### src/rtl/idc_pkg.sv
package idc_pkg;

  // Register window bases, byte addresses
  localparam int unsigned PCI_MAP_BASE   = 32'h0C00;
  localparam int unsigned OB_MAP_BASE    = 32'h1000;
  localparam int unsigned PCI_CLR_BASE   = 32'h1400;
  localparam int unsigned OB_CLR_BASE    = 32'h1800;

  // Each register spans 8 bytes; slot clears are spaced 32 bytes apart
  localparam int unsigned REG_STRIDE_SH  = 3;
  localparam int unsigned SLOT_STRIDE_SH = 5;

  // Fixed routing code fields held in bits 30:0 of the mapping registers
  localparam int unsigned PRIO_CODE      = 32'h1F;
  localparam int unsigned PRIO_SH        = 6;
  localparam int unsigned OB_CODE        = 32'h20;

  typedef struct packed {
    logic map_pci;
    logic map_ob;
    logic clr_pci;
    logic clr_ob;
  } idc_hit_t;

  function automatic logic [31:0] pci_fixed(input int unsigned k);
    return (PRIO_CODE << PRIO_SH) | (k << 2);
  endfunction

  function automatic logic [31:0] ob_fixed(input int unsigned j);
    return ((PRIO_CODE << PRIO_SH) | OB_CODE) + j;
  endfunction

endpackage

### src/rtl/idc_bus_decode.sv
module idc_bus_decode
  import idc_pkg::*;
#(
  parameter int ADDR_W    = 16,
  parameter int N_PCI_GRP = 8,
  parameter int N_OB      = 32,
  parameter int SEL_W     = 5
) (
  input  logic [ADDR_W-1:0] addr,
  output idc_hit_t          hit,
  output logic [SEL_W-1:0]  sel
);

  localparam int unsigned PCI_MAP_SPAN = N_PCI_GRP << REG_STRIDE_SH;
  localparam int unsigned OB_MAP_SPAN  = N_OB << REG_STRIDE_SH;
  localparam int unsigned PCI_CLR_SPAN = N_PCI_GRP << SLOT_STRIDE_SH;
  localparam int unsigned OB_CLR_SPAN  = N_OB << REG_STRIDE_SH;

  logic [31:0] a;
  logic [31:0] off_pm, off_om, off_pc, off_oc;

  assign a = 32'(addr);

  always_comb begin
    off_pm = a - PCI_MAP_BASE;
    off_om = a - OB_MAP_BASE;
    off_pc = a - PCI_CLR_BASE;
    off_oc = a - OB_CLR_BASE;

    // Only the upper word of each 8-byte register responds
    hit.map_pci = a[2] && (a >= PCI_MAP_BASE) && (a < PCI_MAP_BASE + PCI_MAP_SPAN);
    hit.map_ob  = a[2] && (a >= OB_MAP_BASE)  && (a < OB_MAP_BASE + OB_MAP_SPAN);
    hit.clr_pci = a[2] && (a >= PCI_CLR_BASE) && (a < PCI_CLR_BASE + PCI_CLR_SPAN);
    hit.clr_ob  = a[2] && (a >= OB_CLR_BASE)  && (a < OB_CLR_BASE + OB_CLR_SPAN);

    sel = '0;
    if (hit.map_pci)      sel = SEL_W'(off_pm >> REG_STRIDE_SH);
    else if (hit.map_ob)  sel = SEL_W'(off_om >> REG_STRIDE_SH);
    else if (hit.clr_pci) sel = SEL_W'(off_pc >> SLOT_STRIDE_SH);
    else if (hit.clr_ob)  sel = SEL_W'(off_oc >> REG_STRIDE_SH);
  end

endmodule

### src/rtl/idc_map_regs.sv
module idc_map_regs
  import idc_pkg::*;
#(
  parameter int N_PCI_GRP = 8,
  parameter int N_OB      = 32,
  parameter int DATA_W    = 32,
  parameter int SEL_W     = 5
) (
  input  logic                 clk,
  input  logic                 rst,
  input  logic                 wr_pci,
  input  logic                 wr_ob,
  input  logic                 rd_pci,
  input  logic                 rd_ob,
  input  logic [SEL_W-1:0]     sel,
  input  logic                 en_val,
  output logic [N_PCI_GRP-1:0] en_pci,
  output logic [N_OB-1:0]      en_ob,
  output logic [DATA_W-1:0]    rdata
);

  localparam int PG_W = (N_PCI_GRP > 1) ? $clog2(N_PCI_GRP) : 1;
  localparam int OB_W = (N_OB > 1) ? $clog2(N_OB) : 1;

  logic [31:0]       fx;
  logic [DATA_W-1:0] rd_val;

  // Only the enable bit is stored; the routing code is a constant per register
  always_ff @(posedge clk) begin
    if (rst) begin
      en_pci <= '0;
      en_ob  <= '0;
    end else begin
      for (int k = 0; k < N_PCI_GRP; k++)
        if (wr_pci && (sel == SEL_W'(k))) en_pci[k] <= en_val;
      for (int j = 0; j < N_OB; j++)
        if (wr_ob && (sel == SEL_W'(j))) en_ob[j] <= en_val;
    end
  end

  always_comb begin
    fx     = '0;
    rd_val = '0;
    if (rd_pci) begin
      fx     = pci_fixed(int'(sel[PG_W-1:0]));
      rd_val = {en_pci[sel[PG_W-1:0]], fx[DATA_W-2:0]};
    end else if (rd_ob) begin
      fx     = ob_fixed(int'(sel[OB_W-1:0]));
      rd_val = {en_ob[sel[OB_W-1:0]], fx[DATA_W-2:0]};
    end
  end

  always_ff @(posedge clk) begin
    if (rst) rdata <= '0;
    else     rdata <= rd_val;
  end

endmodule

### src/rtl/idc_first_set.sv
module idc_first_set #(
  parameter int W     = 64,
  parameter int IDX_W = 6
) (
  input  logic [W-1:0]     vec,
  output logic             found,
  output logic [IDX_W-1:0] idx
);

  // Lowest set bit wins
  always_comb begin
    found = 1'b0;
    idx   = '0;
    for (int i = W - 1; i >= 0; i--) begin
      if (vec[i]) begin
        found = 1'b1;
        idx   = IDX_W'(i);
      end
    end
  end

endmodule

### src/rtl/irq_dispatch_ctrl.sv
module irq_dispatch_ctrl
  import idc_pkg::*;
#(
  parameter int N_PCI_GRP = 8,
  parameter int GRP_SZ    = 4,
  parameter int N_OB      = 32,
  parameter int ADDR_W    = 16,
  parameter int DATA_W    = 32
) (
  input  logic                                clk,
  input  logic                                rst,
  input  logic [N_PCI_GRP*GRP_SZ+N_OB-1:0]    irq_in,
  input  logic                                bus_valid,
  input  logic                                bus_write,
  input  logic [ADDR_W-1:0]                   bus_addr,
  input  logic [DATA_W-1:0]                   bus_wdata,
  output logic [DATA_W-1:0]                   bus_rdata,
  output logic [N_PCI_GRP*GRP_SZ+N_OB-1:0]    vec_out
);

  localparam int N_PCI  = N_PCI_GRP * GRP_SZ;
  localparam int N_IN   = N_PCI + N_OB;
  localparam int IDX_W  = $clog2(N_IN);
  localparam int GRP_W  = $clog2(GRP_SZ);
  localparam int PG_W   = (N_PCI_GRP > 1) ? $clog2(N_PCI_GRP) : 1;
  localparam int OB_W   = (N_OB > 1) ? $clog2(N_OB) : 1;
  localparam int PCI_IW = $clog2(N_PCI);
  localparam int SEL_W  = (PG_W > OB_W) ? PG_W : OB_W;

  idc_hit_t          hit;
  logic [SEL_W-1:0]  sel;
  logic              wr, rd;
  logic [N_PCI_GRP-1:0] en_pci;
  logic [N_OB-1:0]   en_ob;
  logic [N_IN-1:0]   en_line;
  logic [N_IN-1:0]   pend_q;
  logic [N_IN-1:0]   rise;

  logic              req_v_q, scan_q;
  logic [IDX_W-1:0]  req_i_q;
  logic              nv, scan_d, drop;
  logic [IDX_W-1:0]  ni;
  logic [PG_W-1:0]   ngrp;
  logic [N_IN-1:0]   vec_d;

  logic              scan_found, rpci_found, rob_found;
  logic [IDX_W-1:0]  scan_idx;
  logic [PCI_IW-1:0] rpci_idx;
  logic [OB_W-1:0]   rob_idx;

  assign wr = bus_valid & bus_write;
  assign rd = bus_valid & ~bus_write;

  idc_bus_decode #(
    .ADDR_W(ADDR_W), .N_PCI_GRP(N_PCI_GRP), .N_OB(N_OB), .SEL_W(SEL_W)
  ) u_dec (
    .addr(bus_addr), .hit(hit), .sel(sel)
  );

  idc_map_regs #(
    .N_PCI_GRP(N_PCI_GRP), .N_OB(N_OB), .DATA_W(DATA_W), .SEL_W(SEL_W)
  ) u_regs (
    .clk(clk), .rst(rst),
    .wr_pci(wr & hit.map_pci), .wr_ob(wr & hit.map_ob),
    .rd_pci(rd & hit.map_pci), .rd_ob(rd & hit.map_ob),
    .sel(sel), .en_val(bus_wdata[DATA_W-1]),
    .en_pci(en_pci), .en_ob(en_ob), .rdata(bus_rdata)
  );

  // Spread the register enables over the lines they govern
  for (genvar i = 0; i < N_PCI; i++) begin : g_pci_en
    assign en_line[i] = en_pci[i/GRP_SZ];
  end
  for (genvar j = 0; j < N_OB; j++) begin : g_ob_en
    assign en_line[N_PCI+j] = en_ob[j];
  end

  assign rise = irq_in & ~pend_q;

  idc_first_set #(.W(N_IN), .IDX_W(IDX_W)) u_scan (
    .vec(pend_q & en_line), .found(scan_found), .idx(scan_idx)
  );
  idc_first_set #(.W(N_PCI), .IDX_W(PCI_IW)) u_rise_pci (
    .vec(rise[N_PCI-1:0] & en_line[N_PCI-1:0]), .found(rpci_found), .idx(rpci_idx)
  );
  idc_first_set #(.W(N_OB), .IDX_W(OB_W)) u_rise_ob (
    .vec(rise[N_IN-1:N_PCI] & en_line[N_IN-1:N_PCI]), .found(rob_found), .idx(rob_idx)
  );

  always_comb begin
    nv = req_v_q;
    ni = req_i_q;

    // Deferred rescan, only when nothing is outstanding
    if (scan_q && !nv && scan_found) begin
      nv = 1'b1;
      ni = scan_idx;
    end

    // Slot rises take over at once; on-board rises only into an empty slot
    if (rpci_found) begin
      nv = 1'b1;
      ni = IDX_W'(rpci_idx);
    end else if (!nv && rob_found) begin
      nv = 1'b1;
      ni = IDX_W'(N_PCI) + IDX_W'(rob_idx);
    end

    ngrp = ni[GRP_W +: PG_W];
    drop = 1'b0;
    if (wr && nv) begin
      if (hit.map_pci && !bus_wdata[DATA_W-1] && (ni < IDX_W'(N_PCI)) &&
          (ngrp == sel[PG_W-1:0]))
        drop = 1'b1;
      if (hit.map_ob && !bus_wdata[DATA_W-1] && (ni == IDX_W'(N_PCI) + IDX_W'(sel)))
        drop = 1'b1;
      if (hit.clr_pci && (ni < IDX_W'(N_PCI)) && (ngrp == sel[PG_W-1:0]))
        drop = 1'b1;
      if (hit.clr_ob && (ni == IDX_W'(N_PCI) + IDX_W'(sel)))
        drop = 1'b1;
    end
    if (drop) nv = 1'b0;

    scan_d = drop | (wr & (hit.map_pci | hit.map_ob));

    vec_d = '0;
    if (nv) vec_d[ni] = 1'b1;
  end

  always_ff @(posedge clk) begin
    if (rst) begin
      req_v_q <= 1'b0;
      req_i_q <= '0;
      scan_q  <= 1'b0;
      pend_q  <= '0;
      vec_out <= '0;
    end else begin
      req_v_q <= nv;
      req_i_q <= ni;
      scan_q  <= scan_d;
      pend_q  <= irq_in;
      vec_out <= vec_d;
    end
  end

endmodule

### config.mk
export PLATFORM = sky130hd
export DESIGN_NAME = irq_dispatch_ctrl
export DESIGN_NICKNAME = d
export VERILOG_FILES = /design/src/rtl/idc_pkg.sv /design/src/rtl/idc_bus_decode.sv /design/src/rtl/idc_map_regs.sv /design/src/rtl/idc_first_set.sv /design/src/rtl/irq_dispatch_ctrl.sv
export SDC_FILE = /design/constraint.sdc
export NUM_CORES = 1
export LEC_CHECK = 0
export ABC_AREA = 1
export BUFFER_PORTS_ARGS = -buffer_cell sky130_fd_sc_hd__buf_4
export CORE_MARGIN = 2
export CORE_UTILIZATION = 54
export CTS_CLUSTER_DIAMETER = 200
export DETAILED_ROUTE_END_ITERATION = 6
export PLACE_DENSITY = 0.93
export SETUP_SLACK_MARGIN = 0.2
export SLEW_MARGIN = 40
export SYNTH_ARGS = -nofsm -noshare
export SYNTH_HDL_FRONTEND = slang
export SYNTH_SLANG_ARGS = --single-unit
### constraint.sdc
create_clock -name clk -period 5.5 [get_ports clk]
set_input_delay 0.275 -clock clk [delete_from_list [all_inputs] [get_ports clk]]
set_output_delay 0.275 -clock clk [all_outputs]
set_load 0.02 [all_outputs]
==> results.sh, run 1 <==
export IMPL_clock_latency_ns=0.45
export IMPL_drv_cap=0
export IMPL_synth_avg_cell_area_um2=6.78
export IMPL_cts_buffers_inserted=17
export IMPL_slew_viol_final=0
export IMPL_syn_area_um2=8640
export IMPL_syn_inst=1274
export IMPL_worst_hold_path_num_cells=3
export IMPL_layout_common_cells="nand2_1, nor2_1, dfxtp_1, buf_4, inv_1"
export IMPL_ys_types=39
export IMPL_min_to="pend_q[43]$_SDFF_PP0_"
export IMPL_r2r_end="vec_out[56]$_SDFF_PP0_"
export IMPL_fin_crit_sh_pct=87.4
export IMPL_synth_edf_count=0
export IMPL_fin_crit_ns=4.81
export IMPL_synthTopCellsByArea="dfxtp_1, nor2_1, nand2_1, inv_1, nor3_1"
export IMPL_crit_path_end_kind="register"
export IMPL_final_common_cell="nand2_1"
export IMPL_clk_path_buf_depth=2
export IMPL_timing_rr_start="u_regs.en_pci[0]$_SDFFE_PP0P_"
export IMPL_rows=46
export IMPL_clk_pin_slew_ns=0.08
export IMPL_route_antenna_remaining_nets=0
export IMPL_peakVddDrop_v=0.000225
export IMPL_yosysTopAreaCell="dfxtp_1"
export IMPL_synth_top_area_share_pct=42.6
export IMPL_instances_no_fill=1664
export IMPL_cts_root_buf="clkbuf_16"
export IMPL_diodes=0
export IMPL_hold_buffers=0
export IMPL_clock_sinks=184
export IMPL_firstDrtPassIters=6
export IMPL_area_delta_synth_final_pct=24.4
export IMPL_grt_max_degree=95
export IMPL_ys_seq_area_share_pct=42.6
export IMPL_start_util_pct=54.8
export IMPL_setup_violations=0
export IMPL_io_pins=212
export IMPL_synth_ff_type="dfxtp_1"
export IMPL_die_w_um=130
export IMPL_hold_viol=0
export IMPL_core_area_um2=15800
export IMPL_grt_overflow_total=0
export IMPL_yosys_warnings=0
export IMPL_cts_htree_levels=4
export IMPL_max_stage_delay_ns=0.53
export IMPL_hp_class="primary input to register"
export IMPL_internal_power_mw=2.04
export IMPL_max_freq_mhz=208
export IMPL_cts_tree="done"
export IMPL_pwr_share_comb_pct=4.2
export IMPL_ff2ff_setup_slack_ns=0.69
export IMPL_wl_per_cell_um=15.3
export IMPL_leakage_nw=5.09
export IMPL_rsz0062_at_grt="true"
export IMPL_arrival_ns=5.13
export IMPL_antenna_found_initial=0
export IMPL_grt_pass1_vias=8109
export IMPL_dp_cells=1624
export IMPL_fin_util_pct=68.1
export IMPL_crit_required_ns=5.82
export IMPL_tns_ns=0
export IMPL_async_flop_share_pct=0
export IMPL_drcViolationCount=0
export IMPL_drive_gt1_share_pct=18.9
export IMPL_routed_wl_mm=25.5
export IMPL_synth_seq_cells=184
export IMPL_finClkSkew_ns=0.0110
export IMPL_drt_iter0_markers=851
export IMPL_critPathKind="register to register"
export IMPL_relSlewSlack_pct=43.8
export IMPL_viasPerCell=5.43
export IMPL_p_switching_mw=0.711
export IMPL_hpwl_mm=18.0
export IMPL_r2r_cells=28
export IMPL_nets=1551
export IMPL_powerDensity_nw_per_um2=256
export IMPL_critPathMaxFanout=9
export IMPL_portBuffers=158
export IMPL_grt_usage_pct=28.4
export IMPL_fillers=1264
export IMPL_gp_congestion=0.958
export IMPL_clkPwrFrac_pct=45.9
export IMPL_swShare_pct=25.9
export IMPL_worst_pin_slew_ns=0.835
export IMPL_status="finished clean"
export IMPL_num_vias=9037
export IMPL_p_seq_share_pct=49.9
export IMPL_crit_slowest_cell="nor4_1"
export IMPL_grt_pass1_wl_mm=38.1
export IMPL_start_kind="register"
export IMPL_die_y_um=130
export IMPL_die_area_um2=17000
export IMPL_hold_path_startpoint="irq_in[43]"
[worst max-delay path by stage]
stage,from,endpoint,slack [ns]
2_1_floorplan,u_regs.en_ob[31]$_SDFFE_PP0P_,vec_out[14]$_SDFF_PP0_,1.54
3_3_place_gp,u_regs.en_ob[30]$_SDFFE_PP0P_,vec_out[41]$_SDFF_PP0_,1.02
3_5_place_dp,u_regs.en_ob[31]$_SDFFE_PP0P_,vec_out[28]$_SDFF_PP0_,0.97
4_1_cts,u_regs.en_ob[30]$_SDFFE_PP0P_,vec_out[56]$_SDFF_PP0_,0.85
5_1_grt,u_regs.en_ob[31]$_SDFFE_PP0P_,vec_out[56]$_SDFF_PP0_,0.04
6_report,u_regs.en_pci[0]$_SDFFE_PP0P_,vec_out[56]$_SDFF_PP0_,0.69
[layout make-up]
cell class,count,area [um^2],share of cell area [%]
repair buffers,166,1250,11.6
clock inverters,15,209,1.94
flip-flops and latches,184,3690,34.3
clock buffers,17,425,3.96
multi-input cells,900,4280,39.8
well taps,216,270,2.52
inverters,166,623,5.80
[cell usage after synthesis (7+ instances only)]
cell,instances
nor2_1,304
nand2_1,293
dfxtp_1,184
inv_1,162
nor3_1,63
o21ai_0,39
a21oi_1,34
buf_4,24
clkbuf_1,21
nand3_1,21
a311oi_1,16
o22ai_1,15
a31oi_1,14
o311a_1,12
nor2_2,8
o21bai_1,8
a211oi_1,7
nand3_4,7
o31ai_1,7
[sequential cells by signal, indices dropped and copies added (netlist names)]
register and cells:
pend_q 64, vec_out 64, u_regs.en_ob 32, u_regs.en_pci 8, u_regs.rdata 8, req_i_q 6
req_v_q 1, scan_q 1
[worst max-delay path, delay by kind of cell, from the launching register on]
family          cells  cell delay [ns]
simple gates       15             2.45
buf+inv             4             0.53
flops               1             0.39
compound gates      9             1.31
[layer usage]
layer | routed length, um | track usage (%) | part of all wire, % | up-vias
met1 | 10300 | 36.4 | 40 | 4094
li1 | - | - | - | 4358
met5 | 0 | 0 | 0 | -
met4 | 1020 | 11.8 | 4.0 | 0
met3 | 2420 | 5.33 | 9.5 | 83
met2 | 11800 | 47.6 | 46 | 502
[cell families after synthesis]
logic type | after synthesis | synth area share [%]
compound gates | 165 | 12.5
buf+inv | 211 | 10.2
flops | 184 | 42.6
other cells | 1 | 0.0434
simple gates | 713 | 34.6
[through the flow]
step | hold slack, ns | setup WS [ns] | total power, mW | cell area (um^2)
after floorplan | 0.382 | 1.54 | 1.46 | 8710
after global placement | 0.479 | 1.02 | 1.51 | 9920
after detailed placement | 0.492 | 0.967 | 1.52 | 9920
after CTS | 0.0335 | 0.854 | 2.75 | 10600
after global routing | 0.0374 | 0.0390 | 2.82 | 10700
final | 0.0372 | 0.691 | 2.75 | 10700
[power groups by stage]
stage               sequential [mW]  combinational [mW]  clock [mW]
floorplan                      1.40              0.0660           0
global placement               1.40               0.111           0
detailed placement             1.40               0.114           0
CTS                            1.37               0.114        1.26
global route                   1.37               0.128        1.32
finish                         1.37               0.116        1.26
[repair_timing]
| item | CTS | global route |
|---|---|---|
| resized for setup | 0 | 49 |
| buffers inserted | 0 | 6 |
| setup endpoints to repair | 0 | 65 |
(Power assumes the default switching activity.)
==> run 2, diff against run 1 <==
Settings changed: CORE_MARGIN 2 to unset.
==> results.sh, run 2 (synthesized netlist as in run 1, its figures left out) <==
export IMPL_status="finished clean"
export IMPL_cp_common_cell="nand2_1"
export IMPL_reg_largest_list="pend_q: 64 flops, vec_out: 64 flops, u_regs.en_ob: 32 flops"
export IMPL_ff2ff_setup_slack_ns=0.67
export IMPL_worst_pin_slew_ns=0.857
export IMPL_tns_ns=0
export IMPL_clock_latency_ns=0.46
export IMPL_dp_cells=1619
export IMPL_grt_overflow_total=0
export IMPL_peakVddDrop_v=0.000228
export IMPL_worst_hold_path_num_cells=3
export IMPL_hold_buffers=0
export IMPL_nets=1552
export IMPL_slew_viol_final=0
export IMPL_critPathMaxFanout=8
export IMPL_crit_required_ns=5.84
export IMPL_crit_cells=71
export IMPL_clk_pin_slew_ns=0.08
export IMPL_crit_path_end_kind="register"
export IMPL_grt_usage_pct=31.5
export IMPL_fin_crit_ns=4.83
export IMPL_max_freq_mhz=207
export IMPL_grt_pass1_vias=8547
export IMPL_place_ws_ns=0.906
export IMPL_critPathKind="register to register"
export IMPL_hp_class="primary input to register"
export IMPL_wl_per_cell_um=16.2
export IMPL_drcViolationCount=0
export IMPL_clock_sinks=184
export IMPL_routed_wl_mm=26.8
export IMPL_crit_slowest_cell="dfxtp_1"
export IMPL_setup_violations=0
export IMPL_drt_iter0_markers=1052
export IMPL_rows=45
export IMPL_firstDrtPassIters=7
export IMPL_fin_util_pct=69.7
export IMPL_cts_buffers_inserted=17
export IMPL_hold_viol=0
export IMPL_rsz0062_at_grt="true"
export IMPL_drv_cap=0
export IMPL_grt_max_degree=95
export IMPL_fillers=1177
export IMPL_start_kind="register"
export IMPL_fin_ws_ns=0.669
export IMPL_arrival_ns=5.17
export IMPL_viasPerCell=5.64
export IMPL_cts_root_buf="clkbuf_16"
export IMPL_die_y_um=128
export IMPL_instances_no_fill=1661
export IMPL_fin_crit_sh_pct=87.8
export IMPL_clk_path_buf_depth=2
export IMPL_r2r_cells=71
export IMPL_antenna_found_initial=1
export IMPL_route_antenna_remaining_nets=0
export IMPL_die_area_um2=16500
export IMPL_gp_congestion=0.970
export IMPL_area_delta_synth_final_pct=24.6
export IMPL_grt_pass1_wl_mm=40.8
export IMPL_finClkSkew_ns=0.0192
export IMPL_cts_htree_levels=4
export IMPL_powerDensity_nw_per_um2=257
export IMPL_path_buf_inv=0
export IMPL_num_vias=9363
export IMPL_drive_gt1_share_pct=19.3
export IMPL_cpLargestDelayFamily="simple AND/OR/NAND/NOR gates"
export IMPL_io_pins=212
export IMPL_portBuffers=158
export IMPL_hpwl_mm=18.3
export IMPL_cts_tree="done"
export IMPL_max_stage_delay_ns=0.45
export IMPL_start_util_pct=56.0
export IMPL_final_common_cell="nand2_1"
export IMPL_core_area_um2=15400
export IMPL_die_w_um=128
export IMPL_relSlewSlack_pct=42.8
export IMPL_layout_common_cells="nand2_1, nor2_1, dfxtp_1, buf_4, inv_1"
export IMPL_leakage_nw=5.10
==> run 2: cell types whose count changed in the layout (fill, tap and decap cells not counted), sizes merged <==
cell    delta
diode      +1
inv        -1
clkinv     +1
buf        +1
==> run 2: stage by stage <==
stage,hold slack [ns],area [um^2],power [mW]
floorplan,0.382,8710,1.46
global placement,0.481,9910,1.51
detailed placement,0.496,9920,1.52
CTS,0.0254,10600,2.75
global route,0.0403,10800,2.83
finish,0.0250,10800,2.76
==> run 2: timing repair <==
item | in CTS | in global routing
resized for setup | 0 | 54
endpoints found under the setup margin | 0 | 66
setup buffers | 0 | 7
==> run 2: worst reg2reg max path: cells and delay by family, from the launching register on <==
kind,cells,cell delay [ns]
flops,1,0.45
simple gates,71,4.27
==> run 2: layer usage <==
layer	track usage [%]	share of wire, %
met3	8.36	10
met4	15.2	5.3
met2	53.2	47
met5	0	0
met1	37.0	38
==> run 2: layout make-up <==
cell class | instances | area (um^2) | area share [%]
multi-input combinational | 900 | 4290 | 39.9
tap | 211 | 264 | 2.45
clock inverter | 15 | 209 | 1.94
sequential | 184 | 3690 | 34.3
inverter | 166 | 623 | 5.79
antenna | 1 | 2.50 | 0.0233
timing repair buffer | 167 | 1260 | 11.7
clock buffer | 17 | 425 | 3.95
==> run 2: final timing paths <==
path                                               startpoint                      endpoint
worst max-delay path            u_regs.en_ob[27]$_SDFFE_PP0P_        vec_out[61]$_SDFF_PP0_
worst min-delay path                               irq_in[43]         pend_q[43]$_SDFF_PP0_
worst max register to register  u_regs.en_ob[27]$_SDFFE_PP0P_        vec_out[61]$_SDFF_PP0_
worst min register to register   u_regs.en_ob[1]$_SDFFE_PP0P_  u_regs.en_ob[1]$_SDFFE_PP0P_
==> run 2: report_power, final <==
group / internal [mW] / switching [mW]
Clock: 0.628 / 0.646
Combinational: 0.0493 / 0.0697
Sequential: 1.36 / 0.0154
Total: 2.03 / 0.731
